<file path="src/rtl/dseg_pkg.sv">
package dseg_pkg;
    typedef enum logic [2:0] {
        S_IDLE,
        S_KICK,
        S_SIZE,
        S_REQ,
        S_XFER,
        S_DRAIN,
        S_FIN
    } seg_state_t;

    localparam logic [1:0] SEL_MEM  = 2'd0;
    localparam logic [1:0] SEL_DEV  = 2'd1;
    localparam logic [1:0] SEL_LEN  = 2'd2;
    localparam logic [1:0] SEL_RLEN = 2'd3;
endpackage

</file>
<file path="src/rtl/dseg_fsm.sv">
module dseg_fsm
    import dseg_pkg::*;
#(
    parameter int DRAIN_CYC = 3
) (
    input  logic       clk,
    input  logic       rst_n,
    input  logic       start,
    input  logic       len_zero,
    input  logic       rem_zero,
    input  logic       grant,
    input  logic       last_ok,
    input  logic       stop,
    output seg_state_t st,
    output logic       bus_req,
    output logic       busy,
    output logic       burst_busy,
    output logic       done
);
    localparam int DC_W = $clog2(DRAIN_CYC + 1);

    seg_state_t nxt;
    logic [DC_W-1:0] dcnt;

    always_comb begin
        nxt = st;
        unique case (st)
            S_IDLE:  if (start) nxt = S_KICK;
            S_KICK:  nxt = len_zero ? S_FIN : S_SIZE;
            S_SIZE:  nxt = S_REQ;
            S_REQ:   if (grant) nxt = S_XFER;
            S_XFER:  if (last_ok) nxt = S_DRAIN;
            S_DRAIN: if (dcnt == DC_W'(DRAIN_CYC - 1)) nxt = rem_zero ? S_FIN : S_SIZE;
            S_FIN:   nxt = S_IDLE;
            default: nxt = S_IDLE;
        endcase
        if (stop && st != S_IDLE && st != S_FIN) nxt = S_IDLE;
    end

    always_ff @(posedge clk) begin
        if (!rst_n) begin
            st   <= S_IDLE;
            dcnt <= '0;
        end else begin
            st   <= nxt;
            dcnt <= (st == S_DRAIN) ? dcnt + 1'b1 : '0;
        end
    end

    always_comb begin
        bus_req    = (st == S_REQ);
        busy       = (st != S_IDLE);
        burst_busy = (st == S_REQ) || (st == S_XFER) || (st == S_DRAIN);
        done       = (st == S_FIN);
    end

    p_req_hold_r10: assert property (@(posedge clk) disable iff (!rst_n)
        bus_req && !grant && !stop |=> bus_req);
    p_req_to_xfer_r10: assert property (@(posedge clk) disable iff (!rst_n)
        bus_req && grant && !stop |=> !bus_req && burst_busy);
    p_done_pulse_r11: assert property (@(posedge clk) disable iff (!rst_n)
        done |=> !done && !busy);
    p_stop_r9: assert property (@(posedge clk) disable iff (!rst_n)
        stop && busy && !done |=> !busy && !done);
    p_drain_r9: assert property (@(posedge clk) disable iff (!rst_n)
        last_ok && !stop |=> burst_busy && !bus_req);
endmodule

</file>
<file path="src/rtl/dseg_len.sv">
module dseg_len
    import dseg_pkg::*;
#(
    parameter int LEN_W   = 24,
    parameter int BLK_LG2 = 7
) (
    input  logic                   clk,
    input  logic                   rst_n,
    input  seg_state_t             st,
    input  logic                   load_len,
    input  logic [LEN_W-1:0]       wdata,
    input  logic [2:0]             mem_off,
    input  logic [BLK_LG2-4:0]     mem_blk_idx,
    input  logic                   beat_ok,
    output logic                   len_zero,
    output logic                   rem_zero,
    output logic [LEN_W-3:0]       rem_dw,
    output logic [BLK_LG2-3:0]     burst_dw
);
    localparam int REM_W  = LEN_W - 2;
    localparam int BW     = BLK_LG2 - 2;
    localparam int BLK_DW = 2 ** (BLK_LG2 - 3);

    logic [LEN_W-1:0] len_q;
    logic [LEN_W:0]   len_sum;
    logic [BW-1:0]    room;

    assign len_zero = (len_q == '0);
    assign rem_zero = (rem_dw == '0);
    assign len_sum  = {1'b0, len_q} + (LEN_W+1)'(mem_off) + (LEN_W+1)'(7);
    assign room     = BW'(BLK_DW) - BW'(mem_blk_idx);

    always_ff @(posedge clk) begin
        if (!rst_n) begin
            len_q    <= '0;
            rem_dw   <= '0;
            burst_dw <= '0;
        end else begin
            if (load_len) len_q <= wdata;
            if (st == S_KICK)
                rem_dw <= len_zero ? '0 : len_sum[LEN_W:3];
            else if (beat_ok && !rem_zero)
                rem_dw <= rem_dw - 1'b1;
            if (st == S_SIZE)
                burst_dw <= (rem_dw < REM_W'(room)) ? BW'(rem_dw) : room;
        end
    end

    p_rem_dec_r5: assert property (@(posedge clk) disable iff (!rst_n)
        beat_ok && !rem_zero && st == S_XFER |=> rem_dw == $past(rem_dw) - 1'b1);
    p_burst_cap_r3: assert property (@(posedge clk) disable iff (!rst_n)
        st == S_REQ |-> burst_dw != '0 && burst_dw <= BW'(BLK_DW));
endmodule

</file>
<file path="src/rtl/dseg_addr.sv">
module dseg_addr
    import dseg_pkg::*;
#(
    parameter int ADDR_W  = 32,
    parameter int BLK_LG2 = 7
) (
    input  logic              clk,
    input  logic              rst_n,
    input  logic              idle,
    input  logic              we,
    input  logic [1:0]        sel,
    input  logic [ADDR_W-1:0] wdata,
    input  logic              beat_ok,
    input  logic              last_ok,
    output logic [ADDR_W-1:0] mem_addr,
    output logic [ADDR_W-1:0] dev_addr
);
    always_ff @(posedge clk) begin
        if (!rst_n) begin
            mem_addr <= '0;
            dev_addr <= '0;
        end else begin
            if (idle && we && sel == SEL_MEM)
                mem_addr <= {wdata[ADDR_W-1:1], 1'b0};
            else if (last_ok)
                mem_addr <= {mem_addr[ADDR_W-1:BLK_LG2] + 1'b1, {BLK_LG2{1'b0}}};

            if (idle && we && sel == SEL_DEV)
                dev_addr <= wdata;
            else if (beat_ok)
                dev_addr <= {dev_addr[ADDR_W-1:3] + 1'b1, dev_addr[2:0]};
        end
    end

    p_mem_even_r1: assert property (@(posedge clk) disable iff (!rst_n)
        !mem_addr[0]);
    p_realign_r4: assert property (@(posedge clk) disable iff (!rst_n)
        last_ok |=> mem_addr[BLK_LG2-1:0] == '0);
    p_conflict_r8: assert property (@(posedge clk) disable iff (!rst_n)
        !idle && !beat_ok && !last_ok |=> $stable(mem_addr) && $stable(dev_addr));
endmodule

</file>
<file path="src/rtl/dma_burst_segmenter.sv">
module dma_burst_segmenter
    import dseg_pkg::*;
#(
    parameter int ADDR_W    = 32,
    parameter int LEN_W     = 24,
    parameter int BLK_LG2   = 7,
    parameter int DRAIN_CYC = 3
) (
    input  logic                 clk,
    input  logic                 rst_n,
    input  logic                 reg_we,
    input  logic [1:0]           reg_sel,
    input  logic [ADDR_W-1:0]    reg_wdata,
    input  logic                 stop,
    input  logic                 bus_grant,
    input  logic                 bus_beat,
    input  logic                 bus_last,
    output logic                 bus_req,
    output logic [BLK_LG2-3:0]   burst_dw,
    output logic [ADDR_W-1:0]    mem_addr,
    output logic [ADDR_W-1:0]    dev_addr,
    output logic [LEN_W-3:0]     remain_dw,
    output logic                 busy,
    output logic                 burst_busy,
    output logic                 done,
    output logic                 err_irq
);
    seg_state_t st;
    logic idle, start, beat_ok, last_ok, len_zero, rem_zero;

    assign idle    = (st == S_IDLE);
    assign start   = idle && reg_we && reg_sel == SEL_LEN;
    assign beat_ok = (st == S_XFER) && bus_beat;
    assign last_ok = beat_ok && bus_last;

    always_ff @(posedge clk) begin
        if (!rst_n) err_irq <= 1'b0;
        else        err_irq <= reg_we && reg_sel == SEL_RLEN;
    end

    dseg_fsm #(.DRAIN_CYC(DRAIN_CYC)) u_fsm (
        .clk(clk), .rst_n(rst_n), .start(start), .len_zero(len_zero),
        .rem_zero(rem_zero), .grant(bus_grant), .last_ok(last_ok), .stop(stop),
        .st(st), .bus_req(bus_req), .busy(busy), .burst_busy(burst_busy),
        .done(done)
    );

    dseg_len #(.LEN_W(LEN_W), .BLK_LG2(BLK_LG2)) u_len (
        .clk(clk), .rst_n(rst_n), .st(st), .load_len(start),
        .wdata(reg_wdata[LEN_W-1:0]), .mem_off(mem_addr[2:0]),
        .mem_blk_idx(mem_addr[BLK_LG2-1:3]), .beat_ok(beat_ok),
        .len_zero(len_zero), .rem_zero(rem_zero), .rem_dw(remain_dw),
        .burst_dw(burst_dw)
    );

    dseg_addr #(.ADDR_W(ADDR_W), .BLK_LG2(BLK_LG2)) u_addr (
        .clk(clk), .rst_n(rst_n), .idle(idle), .we(reg_we), .sel(reg_sel),
        .wdata(reg_wdata), .beat_ok(beat_ok), .last_ok(last_ok),
        .mem_addr(mem_addr), .dev_addr(dev_addr)
    );

    p_err_src_r7: assert property (@(posedge clk) disable iff (!rst_n)
        err_irq |-> $past(reg_we) && $past(reg_sel) == SEL_RLEN);
    p_no_rlen_start_r7: assert property (@(posedge clk) disable iff (!rst_n)
        idle && reg_we && reg_sel == SEL_RLEN |=> !busy);
    p_zero_len_r6: assert property (@(posedge clk) disable iff (!rst_n)
        st == S_KICK && len_zero |=> done && !bus_req);
endmodule

</file>
<file path="config.mk">
export PLATFORM = sky130hd
export DESIGN_NAME = dma_burst_segmenter
export DESIGN_NICKNAME = d
export VERILOG_FILES = /design/src/rtl/dseg_pkg.sv /design/src/rtl/dseg_fsm.sv /design/src/rtl/dseg_len.sv /design/src/rtl/dseg_addr.sv /design/src/rtl/dma_burst_segmenter.sv
export SDC_FILE = /design/constraint.sdc
export NUM_CORES = 1
export LEC_CHECK = 0
export CAP_MARGIN = 20
export CORE_MARGIN = 2
export CORE_UTILIZATION = 35
export DETAILED_ROUTE_END_ITERATION = 16
export PLACE_DENSITY = 0.68
export SETUP_SLACK_MARGIN = 0.5
export SLEW_MARGIN = 20
export SYNTH_ARGS = -nofsm -noshare
export SYNTH_HDL_FRONTEND = slang
export SYNTH_HIERARCHICAL = 1
export SYNTH_SLANG_ARGS = --single-unit
export TNS_END_PERCENT = 50
</file>
<file path="constraint.sdc">
create_clock -name clk -period 2.95 [get_ports clk]
set_input_delay 0.4425 -clock clk [delete_from_list [all_inputs] [get_ports clk]]
set_output_delay 0.4425 -clock clk [all_outputs]
set_load 0.1 [all_outputs]
</file>
---- Word-level counts from Yosys, hierarchy flattened ----
Index checks and enable logic that the tools add are counted.
storage, ports and cells
  bits in registers ....................... 120
  input port bits ......................... 41
  output and inout bits ................... 96
  word-level logic and storage cells ...... 72
cells by class
  add/subtract/negate cells ............... 7
  magnitude comparators ................... 1
  equality and inequality tests ........... 15
  muxes and demuxes ....................... 15
  bitwise operators ....................... 1
  reductions and logical operators ........ 24
operator list
  cell                   count
  $mux 32                4
  $mux 22                3
  $add 29x1->29 const B  1
  $add 24x3->25          1
  $add 25x1->25 const B  1
  $add 25x3->25 const B  1
  $logic_not 24->1       1
  $logic_not 22->1       1
  $lt 22x5->1            1
  $sub 22x1->22 const B  1
  $mux 3                 6
  $pmux 3 s6             1
  $logic_and 1x1->1      10
  $eq 3x3->1 const B     3
  $eq 2x2->1 const B     3
  $eq 3x2->1 const B     2
  $ne 2x2->1 const B     3
  $reduce_bool 2->1      3
  $mux 5                 1
  $sub 5x4->5 const A    1
  $reduce_and 4->1       1
  $eq 3x1->1 const B     1
  $logic_not 3->1        1
  $ne 3x3->1 const B     1
  10 further kinds       11

---- Depth between registers and ports, before layout ----
  word-level depth ........................ 5
  mapped depth ............................ 12
  depth with buffers taken out ............ 10

---- Hierarchy ----
Netlist, hierarchy kept.
by module, submodules not included
  module               times used  cells an instance  area each (sq um)  seq. area each (sq um)
  dseg_addr            1           383                3236.9             1261.2
  dseg_len             1           366                3083.0             1021.0
  dseg_fsm             1           37                 316.6              100.1
  dma_burst_segmenter  1           7                  70.1               20.0

---- Least setup slack after synthesis ----
No wires, ideal clock.
  path type ............................... register to register
  start point ............................. register u_addr.mem_addr[2]
  end point ............................... register u_len.rem_dw[11]
  setup time .............................. 0.061 ns
  arrival ................................. 2.915 ns
  data required time ...................... 2.889 ns
  slack ................................... -0.025 ns
  stages on the path, launching flop included .. 12
  buffers on the path ..................... 1
  clock period less this slack ............ 2.975 ns
  cell sequence ........................... dfxtp_1 > inv_1 > ha_1 > inv_1 > ha_1 > nor2b_1 > a211o_1 > clkbuf_1 > nand4_1 > or3_1 > a21oi_1 > o221a_2
on the way
  cells in the longest elaborated chain, start to end .. 4
RTL lines
  what                    line             text
  start, declared         dseg_addr.sv:15  output logic [ADDR_W-1:0] mem_addr,
  start signal, assigned  dseg_addr.sv:24  mem_addr <= {wdata[ADDR_W-1:1], 1'b0};
  start signal, assigned  dseg_addr.sv:26  mem_addr <= {mem_addr[ADDR_W-1:BLK_LG2] + 1'b1, {BLK_LG2{1'b0}}};
  $add 24x3->25           dseg_len.sv:30   assign len_sum = {1'b0, len_q} + (LEN_W+1)'(mem_off) + (LEN_W+1)'(7);
  $add 25x3->25           dseg_len.sv:30
  $mux 22                 dseg_len.sv:41   rem_dw <= len_zero ? '0 : len_sum[LEN_W:3];
  $mux 22                 dseg_len.sv:40   if (st == S_KICK)
  end signal, assigned    dseg_len.sv:41
  end signal, assigned    dseg_len.sv:43   rem_dw <= rem_dw - 1'b1;
  end, declared           dseg_len.sv:17   output logic [LEN_W-3:0] rem_dw,
Every way passes these cells.
A chain may end at the register's enable or synchronous reset.

---- Final worst setup path ----
  start point ............................. register u_addr.mem_addr[3]
  end point ............................... register u_len.burst_dw[4]
on the way
  cells in the longest elaborated chain, start to end .. 3
RTL lines
  what                  line            text
  $sub 5x4->5 (*)       dseg_len.sv:31  assign room = BW'(BLK_DW) - BW'(mem_blk_idx);
  $lt 22x5->1           dseg_len.sv:45  burst_dw <= (rem_dw < REM_W'(room)) ? BW'(rem_dw) : room;
  $mux 5 (*)            dseg_len.sv:45
  end signal, assigned  dseg_len.sv:45
  end, declared         dseg_len.sv:18  output logic [BLK_LG2-3:0] burst_dw
Mark *: on every way between the ends. The rest lies on a longest branch, timed or not.

==> results.md <==
Synth:
- In this run, synthesis inferred 0 flip-flops with an integrated enable.
- The cell area that synthesis handed to floorplanning was between 0.006 and 0.007 sq mm.
- The most used flip-flop cell after synthesis is dfxtp_1.
- By count the netlist is led by dfxtp_1 (120), nor2_1 (67), a21oi_1 (57).
- For this run, the number of Yosys warnings is 6.
- In the post-synthesis netlist, the cell with the most instances is dfxtp_1.
- In this run, synthesis produced a sequential element count of 120.
- The synthesized design spends more area on one cell type than any other, namely dfxtp_1.
- The net count of the mapped netlist is ~850.
- For this run, asynchronously set or reset flops after synthesis account for 0.
- Yosys attributes the largest share of cell area to dfxtp_1 (36%), xnor2_1 (5.7%), xor2_1 (5.6%).
- Of the post-synthesis cell area, the dominant cell type holds 0.358.
- The average size of a mapped cell is 8.46 sq um.
- The share of the Yosys chip area taken by registers is 0.358.
- Counting every instance in the synthesized netlist gives 793.
- The number of different library cells in the post-synthesis netlist is between 60 and 70.

Detailed routing:
- In the final routed layout, each cell accounts on average for 17.3 um.
- In the routed design, unresolved DRC markers number 0.
- The number of optimization iterations in the first detailed-route pass is 5.
- The ratio of routed vias to standard cells is approximately 5.4.
- The detailed router placed 6260 vias in this run.
- The number of antenna-violating nets in the routed design is 0.
- The starting DRC count in detailed routing is 443.
- Wires add up to 20200 um.

Min path:
- The min-delay analysis places its worst path in the category reg -> reg.

Final layout:
- The antenna diode count is 0.
- The proportion of layout cells with a drive suffix above 1 is 0.188.
- From synthesis to final layout, the design area changed by 29.6%.
- The post-route standard cell area excluding fillers is 0.00869 sq mm.
- Summing all multi-input logic gate instances after layout gives 0.00402 sq mm.
- The number of filler instances in the final layout is 1827.
- Across the whole layout, storage elements account for 0.00242 sq mm.
- The number of nets in the layout is 973.
- The final standard cell count with taps included and fillers excluded is 1165.

Setup path:
- The timing endpoint of the critical path is u_len/burst_dw[4].
- The reg-to-reg setup timing slack is about 0.65 ns.
- The capture point of the worst reg-to-reg path is u_len/burst_dw[4].
- The worst reg2reg path startpoint is u_addr/mem_addr[3].
- STA classifies the critical path endpoint as a flip-flop.
- Tracing the worst setup path back leads to its startpoint at u_addr/mem_addr[3].
- Of all nets on the critical path, the largest fanout is 7.
- The worst setup path is launched from a flip-flop.
- For the worst setup path, the data required time is 3.31 ns.
- The number of cells on the worst reg-to-reg path is 9.
- The kind of critical path is reg -> reg.
- Data arrives at the worst endpoint at 2.66 ns.

GRT:
- The number of antenna violations at the first check in global routing is 0.
- The number of global-route vias before repair was ~5700.
- In the global route stage, overall resource usage came out at 0.195.
- The maximum number of pins on one net before global-route repair is 63.
- The wire length of the first global-routing pass is 31200 um.
- After global routing the overflow that remains totals 0.

Floorplanning:
- The die outline area is 0.0203 sq mm.
- The die is 142 um wide.
- The row count is 50.
- The area of the core region is 0.0188 sq mm.
- The number of top-level pins is ~140.
- The initial utilization of the core area, before any placement, comes to 0.357.
- From bottom edge to top edge, the die measures 142 um.

Place:
- The last weighted congestion value of the routability-driven placer is 0.855.
- The count of placed standard cells including taps is 1133.
- Timing analysis after detailed placement gives a worst setup slack of 0.349 ns.
- The area after detailed placement is 0.00806 sq mm.
- Once detailed placement completed, the half-perimeter wirelength came to 14800 um.
- Input and output buffers added on the ports amount to 135.

Power and ir drop:
- In this run the power density over the cells is 1110 mW/mm^2.
- The leakage power figure is 3.45 nW.
- The worst-case IR drop observed on VDD is about 570 uV.
- Summing internal, switching and leakage power gives slightly below 10 mW.

Timing:
- Clock skew on the completed layout was measured at 0.00942 ns.
- The total count of max-transition violations in the final report is 0.
- In the finished design, the share of the clock period the worst path needs comes to 0.781.
- The total of endpoints with negative setup slack in the final report is 0.
- The pin slew with the least headroom to its limit is ~0.6 ns.
- The hold violation total from the final report is 0.
- The worst slew slack as a fraction of its limit is 0.600.
- In the final timing run, aggregate negative setup slack is 0 ns.
- Setup repair after global routing left no endpoint under its margin.
- For this run, the top clock speed supported by timing is 0.434 GHz.
- The clock period minus final worst setup slack is 2.30 ns.
- Setup slack on the critical path of the routed design comes to 0.646 ns.

Clocking:
- Clock latency on the worst-skew pair, taken at its later pin, is 0.43 ns.
- Buffers inserted during clock tree synthesis total 17.
- The total number of H-tree levels is 4.
- The maximum root-to-sink buffer count is 2.
- TritonCTS built the clock tree.
- The clock slew at the register clock pins of the worst setup and hold paths is 0.06 ns.
- The number of setup buffers added after CTS is 0.
- The root buffer selected by CTS is clkbuf_16.
- The CTS sink count is 120.

Job:
- The number of max-capacitance violations reported is 0.

Run status:
- The run finished with clean final reports.
through the flow:
| stage | hold WS, ns | util |
|---|---|---|
| finish | 0.411 | 0.463 |
| global route | 0.421 | 0.463 |
| CTS | 0.415 | 0.462 |
| detailed placement | 0.407 | 0.430 |
| global placement | 0.400 | 0.430 |
| floorplan | 0.392 | - |
critical path, cell delays in order (launching register included):
cell and delay (ns):
dfxtp_4 0.37, inv_1 0.05, ha_1 0.28, inv_1 0.04, ha_1 0.27, a21o_1 0.17
a211oi_1 0.23, o211a_1 0.34, mux2_2 0.37, a21oi_1 0.13
final cells by class:
cell class | count | share of cell area
timing repair buffer | 148 | 0.140
tap | 234 | 0.0337
multi-input combinational | 597 | 0.463
clock buffer | 24 | 0.0566
clock inverter | 8 | 0.0134
inverter | 34 | 0.0147
sequential | 120 | 0.279
sequential cells by signal, summed over array words and instances, names as in the netlist:
signal and count:
u_addr/dev_addr 32, u_addr/mem_addr 31, u_len/len_q 24, u_len/rem_dw 22, u_len/burst_dw 5, u_fsm/st 3, u_fsm/dcnt 2, err_irq 1
report_power, final:
group	internal, mW	switching, mW
Sequential	1.91	0.431
Combinational	1.58	3.61
Clock	1.41	0.745
cells in the final DEF, fill, tap and decap left out, drive strengths merged, types with 2 or more instances in the layout:
cell           count
a211oi            13
nor3              21
nand3             35
clkbuf            24
o21ai             55
xnor2             44
inv               33
nor4              22
a311o              2
clkinv             6
a21oi             57
and2               4
o221a              2
or3                9
ha                14
o211a              9
nand2b             3
nor2              67
nor4b              2
nand2             48
bufinv             3
nand4b             4
nor2b              7
a31oi              3
clkdlybuf4s50     39
dfxtp            120
o22ai             10
and3              16
xor2              43
nand3b             8
o21a               2
nand4             24
and4              12
buf              109
mux2i             34
a21o               2
or2                5
o221ai             2
and3b              2
cell families (layout without fill, tap and decap cells):
kind of cell             after synthesis  count (layout)  share of synthesized area
AO/OA/AOI/OAI                        168             168                      0.152
XOR/XNOR                              87              87                      0.114
adder cells (fa/ha/maj)               14              14                     0.0261
buffers and inverters                 76             214                     0.0448
flip-flops                           120             120                      0.358
multiplexers                          35              35                     0.0524
other                                  1               1                   0.000559
AND/OR/NAND/NOR                      292             292                      0.253
routing by layer:
layer / vias up / wire (um) / global-route usage
li1: 3098 / - / -
met1: 2960 / 9300 / 0.267
met2: 171 / 9430 / 0.302
met3: 31 / 1020 / 0.0437
met4: 0 / 425 / 0.0677
met5: - / 0 / 0
how the worst min path moves through the flow:
| stage | from | slack, ns | to | depth (start not counted) |
|---|---|---|---|---|
| floorplan | u_fsm/dcnt[0] | 0.39 | u_fsm/dcnt[0] | 1 |
| global placement | u_fsm/dcnt[0] | 0.40 | u_fsm/dcnt[0] | 1 |
| detailed placement | u_fsm/dcnt[0] | 0.41 | u_fsm/dcnt[0] | 1 |
| CTS | u_fsm/dcnt[0] | 0.41 | u_fsm/dcnt[0] | 1 |
| global route | u_fsm/dcnt[0] | 0.42 | u_fsm/dcnt[0] | 1 |
| finish | u_fsm/dcnt[0] | 0.41 | u_fsm/dcnt[0] | 1 |
repair_timing:
| item | 4_1_cts | 5_1_grt |
|---|---|---|
| endpoints found under the setup margin | 0 | 12 |
| resized for setup | 0 | 4 |
| hold buffers | 0 | 0 |
No activity file was read; power rests on OpenSTA's default activity.
